[config.mk]
export PLATFORM = sky130hd
export DESIGN_NAME = zbu_unit
export DESIGN_NICKNAME = d
export VERILOG_FILES = /design/src/rtl/zbu_pkg.sv /design/src/rtl/zbu_depth_cmp.sv /design/src/rtl/zbu_frag_engine.sv /design/src/rtl/zbu_copy_engine.sv /design/src/rtl/zbu_unit.sv
export SDC_FILE = /design/constraint.sdc
export NUM_CORES = 1
export LEC_CHECK = 0
export ABC_AREA = 1
export BUFFER_PORTS_ARGS = -buffer_cell sky130_fd_sc_hd__buf_4
export CORE_AREA = 2 2 155 157
export CTS_BUF_LIST = sky130_fd_sc_hd__clkbuf_4
export DETAILED_ROUTE_END_ITERATION = 16
export DIE_AREA = 0 0 157 159
export PLACE_DENSITY = 0.79
export SLEW_MARGIN = 20
export SYNTH_ARGS = -nofsm -noshare
export SYNTH_HDL_FRONTEND = slang
export SYNTH_HIERARCHICAL = 1
export SYNTH_SLANG_ARGS = --single-unit
[constraint.sdc]
create_clock -name clk -period 2.4 [get_ports clk]
set_clock_uncertainty 0.05 [all_clocks]
set_input_delay 0.36 -clock clk [delete_from_list [all_inputs] [get_ports clk]]
set_output_delay 0.36 -clock clk [all_outputs]
set_load 0.03 [all_outputs]
[src/rtl/zbu_pkg.sv]
// Shared types for the depth test and buffer copy unit.
// Assumes nothing beyond being compiled before the modules that import it.
package zbu_pkg;

    // Fragment sequencer states: wait, read stored depth, decide and write.
    typedef enum logic [1:0] {
        FR_IDLE   = 2'd0,
        FR_READ   = 2'd1,
        FR_DECIDE = 2'd2
    } frag_st_e;

    // Copy walker states.
    typedef enum logic [1:0] {
        CP_IDLE  = 2'd0,
        CP_RUN   = 2'd1,
        CP_DRAIN = 2'd2,
        CP_DONE  = 2'd3
    } copy_st_e;

    // Copy direction as seen on cp_dir.
    typedef enum logic {
        DIR_SAVE    = 1'b0,
        DIR_RESTORE = 1'b1
    } copy_dir_e;

endpackage

[src/rtl/zbu_depth_cmp.sv]
// Depth comparator: decides whether a fragment survives.
// Assumes unsigned depth words in which a smaller value is nearer the viewer.
module zbu_depth_cmp #(
    parameter int WORD_W = 24
) (
    input  logic [WORD_W-1:0] frag_z,
    input  logic [WORD_W-1:0] stored_z,
    input  logic              test_en,
    output logic              keep
);

    // Strict less-than wins; a bypassed test keeps everything.
    always_comb keep = !test_en || (frag_z < stored_z);

endmodule

[src/rtl/zbu_frag_engine.sv]
// Fragment sequencer: accept, read stored depth, compare, write.
// Handles one fragment per three-cycle sequence so that a read never
// overtakes a pending write to the same pixel. Assumes read data returns
// exactly one cycle after rd_en.
module zbu_frag_engine
    import zbu_pkg::*;
#(
    parameter int X_W    = 11,
    parameter int Y_W    = 10,
    parameter int WORD_W = 24,
    localparam int ADDR_W = X_W + Y_W
) (
    input  logic              clk,
    input  logic              rst_n,
    input  logic              in_valid,
    output logic              in_ready,
    input  logic [X_W-1:0]    in_x,
    input  logic [Y_W-1:0]    in_y,
    input  logic [WORD_W-1:0] in_z,
    input  logic [WORD_W-1:0] in_c,
    input  logic              cfg_test_en,
    input  logic              cfg_zwrite_en,
    input  logic              block,
    output logic              idle,
    output logic              rd_en,
    output logic [ADDR_W-1:0] rd_addr,
    input  logic [WORD_W-1:0] rd_data,
    output logic              zw_en,
    output logic [ADDR_W-1:0] zw_addr,
    output logic [WORD_W-1:0] zw_data,
    output logic              cw_en,
    output logic [ADDR_W-1:0] cw_addr,
    output logic [WORD_W-1:0] cw_data
);

    frag_st_e          st_q;
    logic [ADDR_W-1:0] addr_q;
    logic [WORD_W-1:0] z_q;
    logic [WORD_W-1:0] c_q;
    logic              test_q;
    logic              zwr_q;
    logic              accept;
    logic              keep;

    // Handshake: only an idle sequencer with no copy pending takes a fragment.
    always_comb begin
        idle     = (st_q == FR_IDLE);
        in_ready = idle && !block;
        accept   = in_valid && in_ready;
    end

    // State progression through one read-compare-write sequence.
    always_ff @(posedge clk) begin
        if (!rst_n) begin
            st_q <= FR_IDLE;
        end else begin
            case (st_q)
                FR_IDLE:   if (accept) st_q <= FR_READ;
                FR_READ:   st_q <= FR_DECIDE;
                FR_DECIDE: st_q <= FR_IDLE;
                default:   st_q <= FR_IDLE;
            endcase
        end
    end

    // Capture the fragment and the controls that apply to it.
    always_ff @(posedge clk) begin
        if (!rst_n) begin
            addr_q <= '0;
            z_q    <= '0;
            c_q    <= '0;
            test_q <= 1'b1;
            zwr_q  <= 1'b1;
        end else if (accept) begin
            addr_q <= {in_y, in_x};
            z_q    <= in_z;
            c_q    <= in_c;
            test_q <= cfg_test_en;
            zwr_q  <= cfg_zwrite_en;
        end
    end

    zbu_depth_cmp #(.WORD_W(WORD_W)) u_cmp (
        .frag_z   (z_q),
        .stored_z (rd_data),
        .test_en  (test_q),
        .keep     (keep)
    );

    // Memory requests: read in READ, conditional writes in DECIDE.
    always_comb begin
        rd_en   = (st_q == FR_READ);
        rd_addr = addr_q;
        cw_en   = (st_q == FR_DECIDE) && keep;
        cw_addr = addr_q;
        cw_data = c_q;
        zw_en   = (st_q == FR_DECIDE) && keep && zwr_q;
        zw_addr = addr_q;
        zw_data = z_q;
    end

endmodule

[src/rtl/zbu_copy_engine.sv]
// Rectangle copy walker: visits the pixels of a rectangle in raster order,
// issuing one source read per cycle and the matching destination write one
// cycle later. Assumes source data arrives one cycle after src_en and that
// base plus extent stays inside the field (coordinates wrap otherwise).
module zbu_copy_engine
    import zbu_pkg::*;
#(
    parameter int X_W    = 11,
    parameter int Y_W    = 10,
    parameter int WORD_W = 24,
    localparam int ADDR_W = X_W + Y_W,
    localparam int WX_W   = X_W + 1,
    localparam int HY_W   = Y_W + 1
) (
    input  logic              clk,
    input  logic              rst_n,
    input  logic              start,
    input  logic              dir,
    input  logic [X_W-1:0]    base_x,
    input  logic [Y_W-1:0]    base_y,
    input  logic [WX_W-1:0]   width,
    input  logic [HY_W-1:0]   height,
    output logic              active,
    output logic              dir_restore,
    output logic              done,
    output logic              src_en,
    output logic [ADDR_W-1:0] src_addr,
    input  logic [WORD_W-1:0] src_data,
    output logic              dst_en,
    output logic [ADDR_W-1:0] dst_addr,
    output logic [WORD_W-1:0] dst_data
);

    copy_st_e          st_q;
    copy_dir_e         dir_q;
    logic [X_W-1:0]    bx_q;
    logic [Y_W-1:0]    by_q;
    logic [WX_W-1:0]   w_q;
    logic [HY_W-1:0]   h_q;
    logic [X_W-1:0]    ox_q;
    logic [Y_W-1:0]    oy_q;
    logic              pend_q;
    logic [ADDR_W-1:0] paddr_q;
    logic [X_W-1:0]    col;
    logic [Y_W-1:0]    row;
    logic              last_x;
    logic              last_y;
    logic              empty;

    // Current pixel address and end-of-row / end-of-rectangle detection.
    always_comb begin
        col      = bx_q + ox_q;
        row      = by_q + oy_q;
        src_addr = {row, col};
        last_x   = ({1'b0, ox_q} == (w_q - WX_W'(1)));
        last_y   = ({1'b0, oy_q} == (h_q - HY_W'(1)));
        empty    = (width == '0) || (height == '0);
    end

    // Walker state and cursor.
    always_ff @(posedge clk) begin
        if (!rst_n) begin
            st_q  <= CP_IDLE;
            dir_q <= DIR_SAVE;
            bx_q  <= '0;
            by_q  <= '0;
            w_q   <= '0;
            h_q   <= '0;
            ox_q  <= '0;
            oy_q  <= '0;
        end else begin
            case (st_q)
                CP_IDLE: begin
                    if (start) begin
                        dir_q <= copy_dir_e'(dir);
                        bx_q  <= base_x;
                        by_q  <= base_y;
                        w_q   <= width;
                        h_q   <= height;
                        ox_q  <= '0;
                        oy_q  <= '0;
                        st_q  <= empty ? CP_DONE : CP_RUN;
                    end
                end
                CP_RUN: begin
                    if (last_x) begin
                        ox_q <= '0;
                        if (last_y) st_q <= CP_DRAIN;
                        else        oy_q <= oy_q + Y_W'(1);
                    end else begin
                        ox_q <= ox_q + X_W'(1);
                    end
                end
                CP_DRAIN: st_q <= CP_DONE;
                CP_DONE:  st_q <= CP_IDLE;
                default:  st_q <= CP_IDLE;
            endcase
        end
    end

    // One-stage write pipeline that follows the read by one cycle.
    always_ff @(posedge clk) begin
        if (!rst_n) begin
            pend_q  <= 1'b0;
            paddr_q <= '0;
        end else begin
            pend_q  <= (st_q == CP_RUN);
            paddr_q <= src_addr;
        end
    end

    // Outputs of the walker.
    always_comb begin
        active      = (st_q != CP_IDLE);
        dir_restore = (dir_q == DIR_RESTORE);
        done        = (st_q == CP_DONE);
        src_en      = (st_q == CP_RUN);
        dst_en      = pend_q;
        dst_addr    = paddr_q;
        dst_data    = src_data;
    end

endmodule

[src/rtl/zbu_unit.sv]
// Depth test and buffer copy unit, top level.
// Routes the fragment sequencer and the copy walker onto the depth-store
// and colour-buffer ports. The two never run together: a copy starts only
// when the sequencer is idle, and fragments are refused during a copy.
// Assumes both memories have one-cycle read latency.
module zbu_unit
    import zbu_pkg::*;
#(
    parameter int X_W    = 11,
    parameter int Y_W    = 10,
    parameter int WORD_W = 24,
    localparam int ADDR_W = X_W + Y_W
) (
    input  logic              clk,
    input  logic              rst_n,
    input  logic              cfg_test_en,
    input  logic              cfg_zwrite_en,
    input  logic              frag_valid,
    output logic              frag_ready,
    input  logic [X_W-1:0]    frag_x,
    input  logic [Y_W-1:0]    frag_y,
    input  logic [WORD_W-1:0] frag_z,
    input  logic [WORD_W-1:0] frag_color,
    input  logic              cp_start,
    input  logic              cp_dir,
    input  logic [X_W-1:0]    cp_x,
    input  logic [Y_W-1:0]    cp_y,
    input  logic [X_W:0]      cp_w,
    input  logic [Y_W:0]      cp_h,
    output logic              cp_done,
    output logic              zr_en,
    output logic [ADDR_W-1:0] zr_addr,
    input  logic [WORD_W-1:0] zr_data,
    output logic              zw_en,
    output logic [ADDR_W-1:0] zw_addr,
    output logic [WORD_W-1:0] zw_data,
    output logic              cr_en,
    output logic [ADDR_W-1:0] cr_addr,
    input  logic [WORD_W-1:0] cr_data,
    output logic              cw_en,
    output logic [ADDR_W-1:0] cw_addr,
    output logic [WORD_W-1:0] cw_data
);

    logic              frag_idle;
    logic              copy_active;
    logic              copy_restore;
    logic              copy_go;
    logic              block;
    logic              f_rd_en;
    logic [ADDR_W-1:0] f_rd_addr;
    logic              f_zw_en;
    logic [ADDR_W-1:0] f_zw_addr;
    logic [WORD_W-1:0] f_zw_data;
    logic              f_cw_en;
    logic [ADDR_W-1:0] f_cw_addr;
    logic [WORD_W-1:0] f_cw_data;
    logic              c_src_en;
    logic [ADDR_W-1:0] c_src_addr;
    logic [WORD_W-1:0] c_src_data;
    logic              c_dst_en;
    logic [ADDR_W-1:0] c_dst_addr;
    logic [WORD_W-1:0] c_dst_data;

    // Copy start is taken only with both engines idle; it also blocks fragments.
    always_comb begin
        copy_go = cp_start && frag_idle && !copy_active;
        block   = copy_active || cp_start;
    end

    zbu_frag_engine #(.X_W(X_W), .Y_W(Y_W), .WORD_W(WORD_W)) u_frag (
        .clk           (clk),
        .rst_n         (rst_n),
        .in_valid      (frag_valid),
        .in_ready      (frag_ready),
        .in_x          (frag_x),
        .in_y          (frag_y),
        .in_z          (frag_z),
        .in_c          (frag_color),
        .cfg_test_en   (cfg_test_en),
        .cfg_zwrite_en (cfg_zwrite_en),
        .block         (block),
        .idle          (frag_idle),
        .rd_en         (f_rd_en),
        .rd_addr       (f_rd_addr),
        .rd_data       (zr_data),
        .zw_en         (f_zw_en),
        .zw_addr       (f_zw_addr),
        .zw_data       (f_zw_data),
        .cw_en         (f_cw_en),
        .cw_addr       (f_cw_addr),
        .cw_data       (f_cw_data)
    );

    zbu_copy_engine #(.X_W(X_W), .Y_W(Y_W), .WORD_W(WORD_W)) u_copy (
        .clk         (clk),
        .rst_n       (rst_n),
        .start       (copy_go),
        .dir         (cp_dir),
        .base_x      (cp_x),
        .base_y      (cp_y),
        .width       (cp_w),
        .height      (cp_h),
        .active      (copy_active),
        .dir_restore (copy_restore),
        .done        (cp_done),
        .src_en      (c_src_en),
        .src_addr    (c_src_addr),
        .src_data    (c_src_data),
        .dst_en      (c_dst_en),
        .dst_addr    (c_dst_addr),
        .dst_data    (c_dst_data)
    );

    // Source data for the walker comes from whichever memory it reads.
    always_comb c_src_data = copy_restore ? zr_data : cr_data;

    // Depth store ports: fragment traffic, or copy source/destination.
    always_comb begin
        zr_en   = f_rd_en || (c_src_en && copy_restore);
        zr_addr = copy_active ? c_src_addr : f_rd_addr;
        zw_en   = f_zw_en || (c_dst_en && !copy_restore);
        zw_addr = copy_active ? c_dst_addr : f_zw_addr;
        zw_data = copy_active ? c_dst_data : f_zw_data;
    end

    // Colour buffer ports: read only for save, write for fragments or restore.
    always_comb begin
        cr_en   = c_src_en && !copy_restore;
        cr_addr = c_src_addr;
        cw_en   = f_cw_en || (c_dst_en && copy_restore);
        cw_addr = copy_active ? c_dst_addr : f_cw_addr;
        cw_data = copy_active ? c_dst_data : f_cw_data;
    end

endmodule

-- Word level (Yosys, flattened, before mapping)
Index checks and enable logic that the tools add are counted.
W data, S select, Z words.
- register bits after elaboration: 163
- latch bits: 0
- bits in writable memories: 0
- memory bits (read-only): 0
- output and inout bits: 138
- word-level logic and storage cells: 84
- memories: 0
- $add $sub $neg: 6
- multipliers: 0
- div/mod/pow operators: 0
- magnitude comparators: 1
- eq/ne operators: 12
- shift operators: 0
- mux-type cells: 19
- bitwise logic cells: 0
- reductions and logical operators: 30
- operators by type and width (operator ; number):
    $mux W24 ; 3
    $mux W21 ; 2
    $mux W10 ; 3
    $lt A24 B24 Y1 ; 1
    $mux W11 ; 2
    $pmux W11 S2 ; 1
    $pmux W10 S2 ; 1
    $eq A11 B12 Y1 ; 1
    $logic_not A12 Y1 ; 1
    $sub A12 B1 Y12 const B ; 1
    $add A11 B1 Y11 const B ; 1
    $add A11 B11 Y11 ; 1
    $eq A10 B11 Y1 ; 1
    $logic_not A11 Y1 ; 1
    $sub A11 B1 Y11 const B ; 1
    $add A10 B1 Y10 const B ; 1
    $add A10 B10 Y10 ; 1
    $logic_and A1 B1 Y1 ; 10
    $mux W2 ; 5
    $pmux W2 S4 ; 1
    $eq A2 B2 Y1 const B ; 3
    $logic_or A1 B1 Y1 ; 6
    $ne A2 B1 Y1 const B ; 3
    $eq A2 B1 Y1 const B ; 2
    8 further kinds ; 15

-- Longest topological paths before layout
- word-level depth: 7
- mapped depth: 16
- gate-level depth less buffers: 16

-- Cells and area by module
The synthesis kept the hierarchy.
- by module, submodules not included (module ; times used ; cells each ; area an instance (um2)):
    zbu_copy_engine ; 1 ; 747 ; 5243.8
    zbu_frag_engine ; 1 ; 653 ; 4005.1
    zbu_unit ; 1 ; 401 ; 1617.8
    zbu_depth_cmp ; 1 ; 116 ; 671.9

-- Worst setup path before layout
No wires, ideal clock.
- kind: register to output
- from: reg u_copy.oy_q[0]
- to: out zr_addr[19]
- arrival: 2593 ps
- path slack: -603 ps
- stages on the path, launching flop included: 14
- cell sequence: dfxtp_1 -> ha_1 -> inv_1 -> fa_1 -> inv_1 -> nand3_1 -> nand2_1 -> a21oi_1 -> o21bai_1 -> a21oi_1 -> o21ai_0 -> xor2_1 -> nand2_1 -> nand2_1
- longest elaborated chain between the ends: 2
- ends and longest elaborated chain (what ; line ; text):
    start: declaration ; zbu_copy_engine.sv:41 ; logic [Y_W-1:0] oy_q;
    start signal: assignment ; zbu_copy_engine.sv:89 ; else oy_q <= oy_q + Y_W'(1);
    $add A10 B10 Y10 ; zbu_copy_engine.sv:53 ; row = by_q + oy_q;
    named net cr_addr[19] ; zbu_unit.sv:38 ; output logic [ADDR_W-1:0] cr_addr,
    $mux W21 ; zbu_unit.sv:121 ; zr_addr = copy_active ? c_src_addr : f_rd_addr;
    end: declaration ; zbu_unit.sv:32 ; output logic [ADDR_W-1:0] zr_addr,
The timed path passes the listed nets, and every way through them passes these cells.

-- Worst setup path in the final report
- from: reg u_copy.by_q[0]
- to: out zr_addr[19]
- longest elaborated chain between the ends: 2
- ends and longest elaborated chain (what ; line ; text):
    start: declaration ; zbu_copy_engine.sv:37 ; logic [Y_W-1:0] by_q;
    start signal: assignment ; zbu_copy_engine.sv:77 ; by_q <= base_y;
    $add A10 B10 Y10 ; zbu_copy_engine.sv:53 ;
    $mux W21 ; zbu_unit.sv:121 ;
Every way passes these cells.

==> results.yml <==
synthesis:
  synth_edf_count: 0
  synth_nets: 2137
  syn_area_per_cell_um2: 6.02
  ys_seq_elements: 163
  async_reset_ff_share_pct: 0
  synthCells: 1917
  ys_seq_area_share_pct: 28.3
  synth_ff_type: "dfxtp_1"
  netlist_area_um2: 11500
  yosys_warnings: 6
  synth.distinct_cells: 39
detailed_routing:
  vias_per_cell: 5.39
  drc: 0
  vias: 14100
  ant_nets: 0
  wl_um: 48800
  dr.pass1.iters: 10
  drt_iter0_drc: 1188
  drt-wirelength-per-cell_um: 18.6
place:
  port_buffers: 305
  place_hpwl_um: 25900
  gp_congestion: 0.957
global_route:
  antenna_found_initial: 1
  grt.overflow.total: 0
  grt_max_degree: 73
  grt_pass1_vias: 12300
  grt_pass1_wl_um: 60800
  grt_usage_pct: 30.6
worst_hold_path:
  worstHoldStart: "cp_h[8]"
  hold_end: "u_copy/h_q[8]"
  hold_path_depth: 3
  min_path_type: "primary input to register"
clock_tree:
  clk_latency_ns: 0.59
  htree_levels: 4
  cts_max_path_buffers: 2
  cts_buffers: 17
  clkSinkCount: 163
  root_buffer: "clkbuf_4"
  clkTransAtPathRegs_ns: 0.14
  cts_tree: "done"
setup_path:
  crit_required_ns: 1.99
  path_max_fanout: 2
  critPathArrivalTime_ns: 2.82
  r2r_cells: 14
  cp_slowest_cell: "dfxtp_2"
  worstSetupPathType: "register to output port"
  crit_buf_inv: 3
  worstReg2RegEnd: "u_copy/dst_addr[10]"
  cp_cell_sequence: "ha_4 -> inv_2 -> fa_2 -> inv_2 -> nand3_2 -> nand2_2 -> a21oi_2 -> o21bai_2 -> a21oi_2 -> o21ai_2 -> xor2_2 -> nand2_2 -> nand2_4 -> buf_6"
  cp_top_family: "compound AO/OA/AOI/OAI gates"
  timing.critical_path.to_type: "output port"
  cp-start-kind: "register"
  r2r_slack_ns: 0.03
  max_stage_delay_ns: 0.39
  reg2reg_from: "u_copy/bx_q[0]"
sta:
  rsz0062_at_grt: "yes"
  fin_crit_sh_pct: 135
  post-route-min-period_ns: 3.23
  slew_headroom_pct: 50.0
  worst_pin_slew_ns: 0.751
  setup_viol: 109
  slew_viol_final: 0
  setup_ws_ns: -0.831
  finalHoldViolCount: 0
  hold_slack_ns: 0.0358
  fmax_mhz: 310
floorplanning:
  rows: 56
  fp.dieW_um: 157
  dieArea_um2: 25000
  design.core.area_um2: 23200
  die_h_um: 159
  io_pins: 306
  start_util_pct: 49.8
status:
  violations: "negative setup slack"
  status: "complete, but fails checks"
layout:
  layout_common_cells: "nand2_1, inv_1, buf_4, nor2_1, buf_6"
  syn2layout_area_growth_pct: 56.7
  final_common_cell: "nand2_1"
  drive_above_1_share_pct: 38.5
  fill_cells: 1471
  fin_util_pct: 77.9
  nets: 2507
power:
  cellLeakagePower_nw: 9.68
  vdd_drop_max_mv: 0.608
  power_mw: 20.5
  powerDensity_nw_per_um2: 1130
job:
  max-cap-violations: 0
==> cells in the mapped netlist (2+ instances only) <==
cell type	number	area, µm²
or2_2	5	31.3
inv_1	330	1240
nand3_1	37	185
buf_4	71	533
o21ai_0	53	265
clkbuf_1	26	97.6
nor3_1	10	50.1
ha_1	50	626
nor2_4	4	45.0
buf_2	20	100
nor4_1	6	37.5
nand2_2	2	12.5
xnor2_1	7	61.3
nor2_1	192	721
dfxtp_1	163	3260
buf_6	12	135
buf_1	22	82.6
xor2_1	31	272
nor3b_1	4	30.0
inv_2	6	22.5
nand3_2	3	30.0
a21o_1	2	15.0
nand2_1	692	2600
fa_1	2	40.0
nor2_2	3	18.8
nand3b_1	3	22.5
nand4_1	88	551
o21bai_1	5	37.5
a21oi_1	57	285
nand3_4	2	35.0
==> where the power goes <==
group | switching [mW] | leakage [nW] | total [mW] | internal [mW]
registers | 0.668 | 1.35 | 4.05 | 3.38
clock network | 1.11 | 0.113 | 1.54 | 0.428
logic | 8.63 | 8.22 | 14.9 | 6.25
total | 10.4 | 9.68 | 20.5 | 10.1
==> sequential cells by signal, summed over array words and instances (netlist names) <==
register,count
u_copy/dst_addr,21
u_copy/st_q,2
u_copy/w_q,12
u_copy/bx_q,11
u_copy/dst_en,1
u_copy/oy_q,10
u_frag/test_q,1
u_frag/zwr_q,1
u_copy/ox_q,11
u_frag/st_q,2
u_frag/cw_addr,21
u_copy/by_q,10
u_copy/dir_restore,1
u_frag/cw_data,24
u_copy/h_q,11
u_frag/zw_data,24
==> stage by stage <==
stage / instances / instance area (µm²) / setup TNS (ns) / setup WS (ns)
final: 2620 / 18100 / -20.53 / -0.831
after detailed placement: 2458 / 14000 / -0.477 / -0.141
after global placement: 2458 / 14000 / -0.389 / -0.118
after global routing: 2619 / 18100 / -30.62 / -0.933
after CTS: 2572 / 16000 / -12.27 / -0.682
after floorplan: 1917 / 11600 / -0.641 / -0.296
==> area by class of cell <==
type / instances / area, µm² / area share, %
Antenna cell: 2 / 5.00 / 0.0277
Clock buffer: 18 / 135 / 0.748
Clock inverter: 13 / 104 / 0.575
Inverter: 337 / 1300 / 7.17
Multi-Input combinational cell: 1267 / 7810 / 43.2
Sequential cell: 163 / 3330 / 18.4
Tap cell: 319 / 399 / 2.21
Timing Repair Buffer: 501 / 5000 / 27.7
==> worst max-delay path by stage <==
| stage | from | endpoint | depth (start not counted) |
|---|---|---|---|
| 6_report | u_copy/by_q[0] | zr_addr[19] | 14 |
| 2_1_floorplan | u_copy/oy_q[0] | zr_addr[19] | 13 |
| 5_1_grt | u_copy/oy_q[0] | zr_addr[19] | 14 |
| 3_3_place_gp | u_copy/by_q[0] | zr_addr[19] | 14 |
| 3_5_place_dp | u_copy/by_q[2] | zr_addr[20] | 14 |
| 4_1_cts | u_copy/by_q[0] | zr_addr[19] | 14 |
==> layer usage <==
metal / wire length, µm / GRT usage (%) / up-vias
li1: - / - / 6478
met1: 17400 / 35.4 / 6522
met2: 23400 / 53.3 / 859
met3: 4310 / 6.21 / 258
met4: 3710 / 15.3 / 0
met5: 0 / 0 / -
==> cell families after synthesis <==
| group | after synthesis | synth area share (%) |
|---|---|---|
| buffers and inverters | 488 | 19.2 |
| xor gates and xnor gates | 39 | 3.08 |
| and+or+nand+nor | 1054 | 38.1 |
| DFF | 163 | 28.3 |
| adders and majority gates | 52 | 5.77 |
| AOI/OAI and AO/OA | 121 | 5.60 |
==> tightest hold or removal path: cells and delay by family <==
family                 cells  cell delay, ns
AOI/OAI and AO/OA          2            0.18
buffers and inverters      1            0.08
==> repair_timing <==
item / 4_1_cts / 5_1_grt
setup endpoints to repair: 131 / 157
endpoints found under the hold margin: 30 / 2
hold buffers: 30 / 2
cloned: 6 / 18
setup buffers: 52 / 39
gates resized for setup: 226 / 409
pin swaps: 53 / 113
Power figures use the tool's default switching activity.
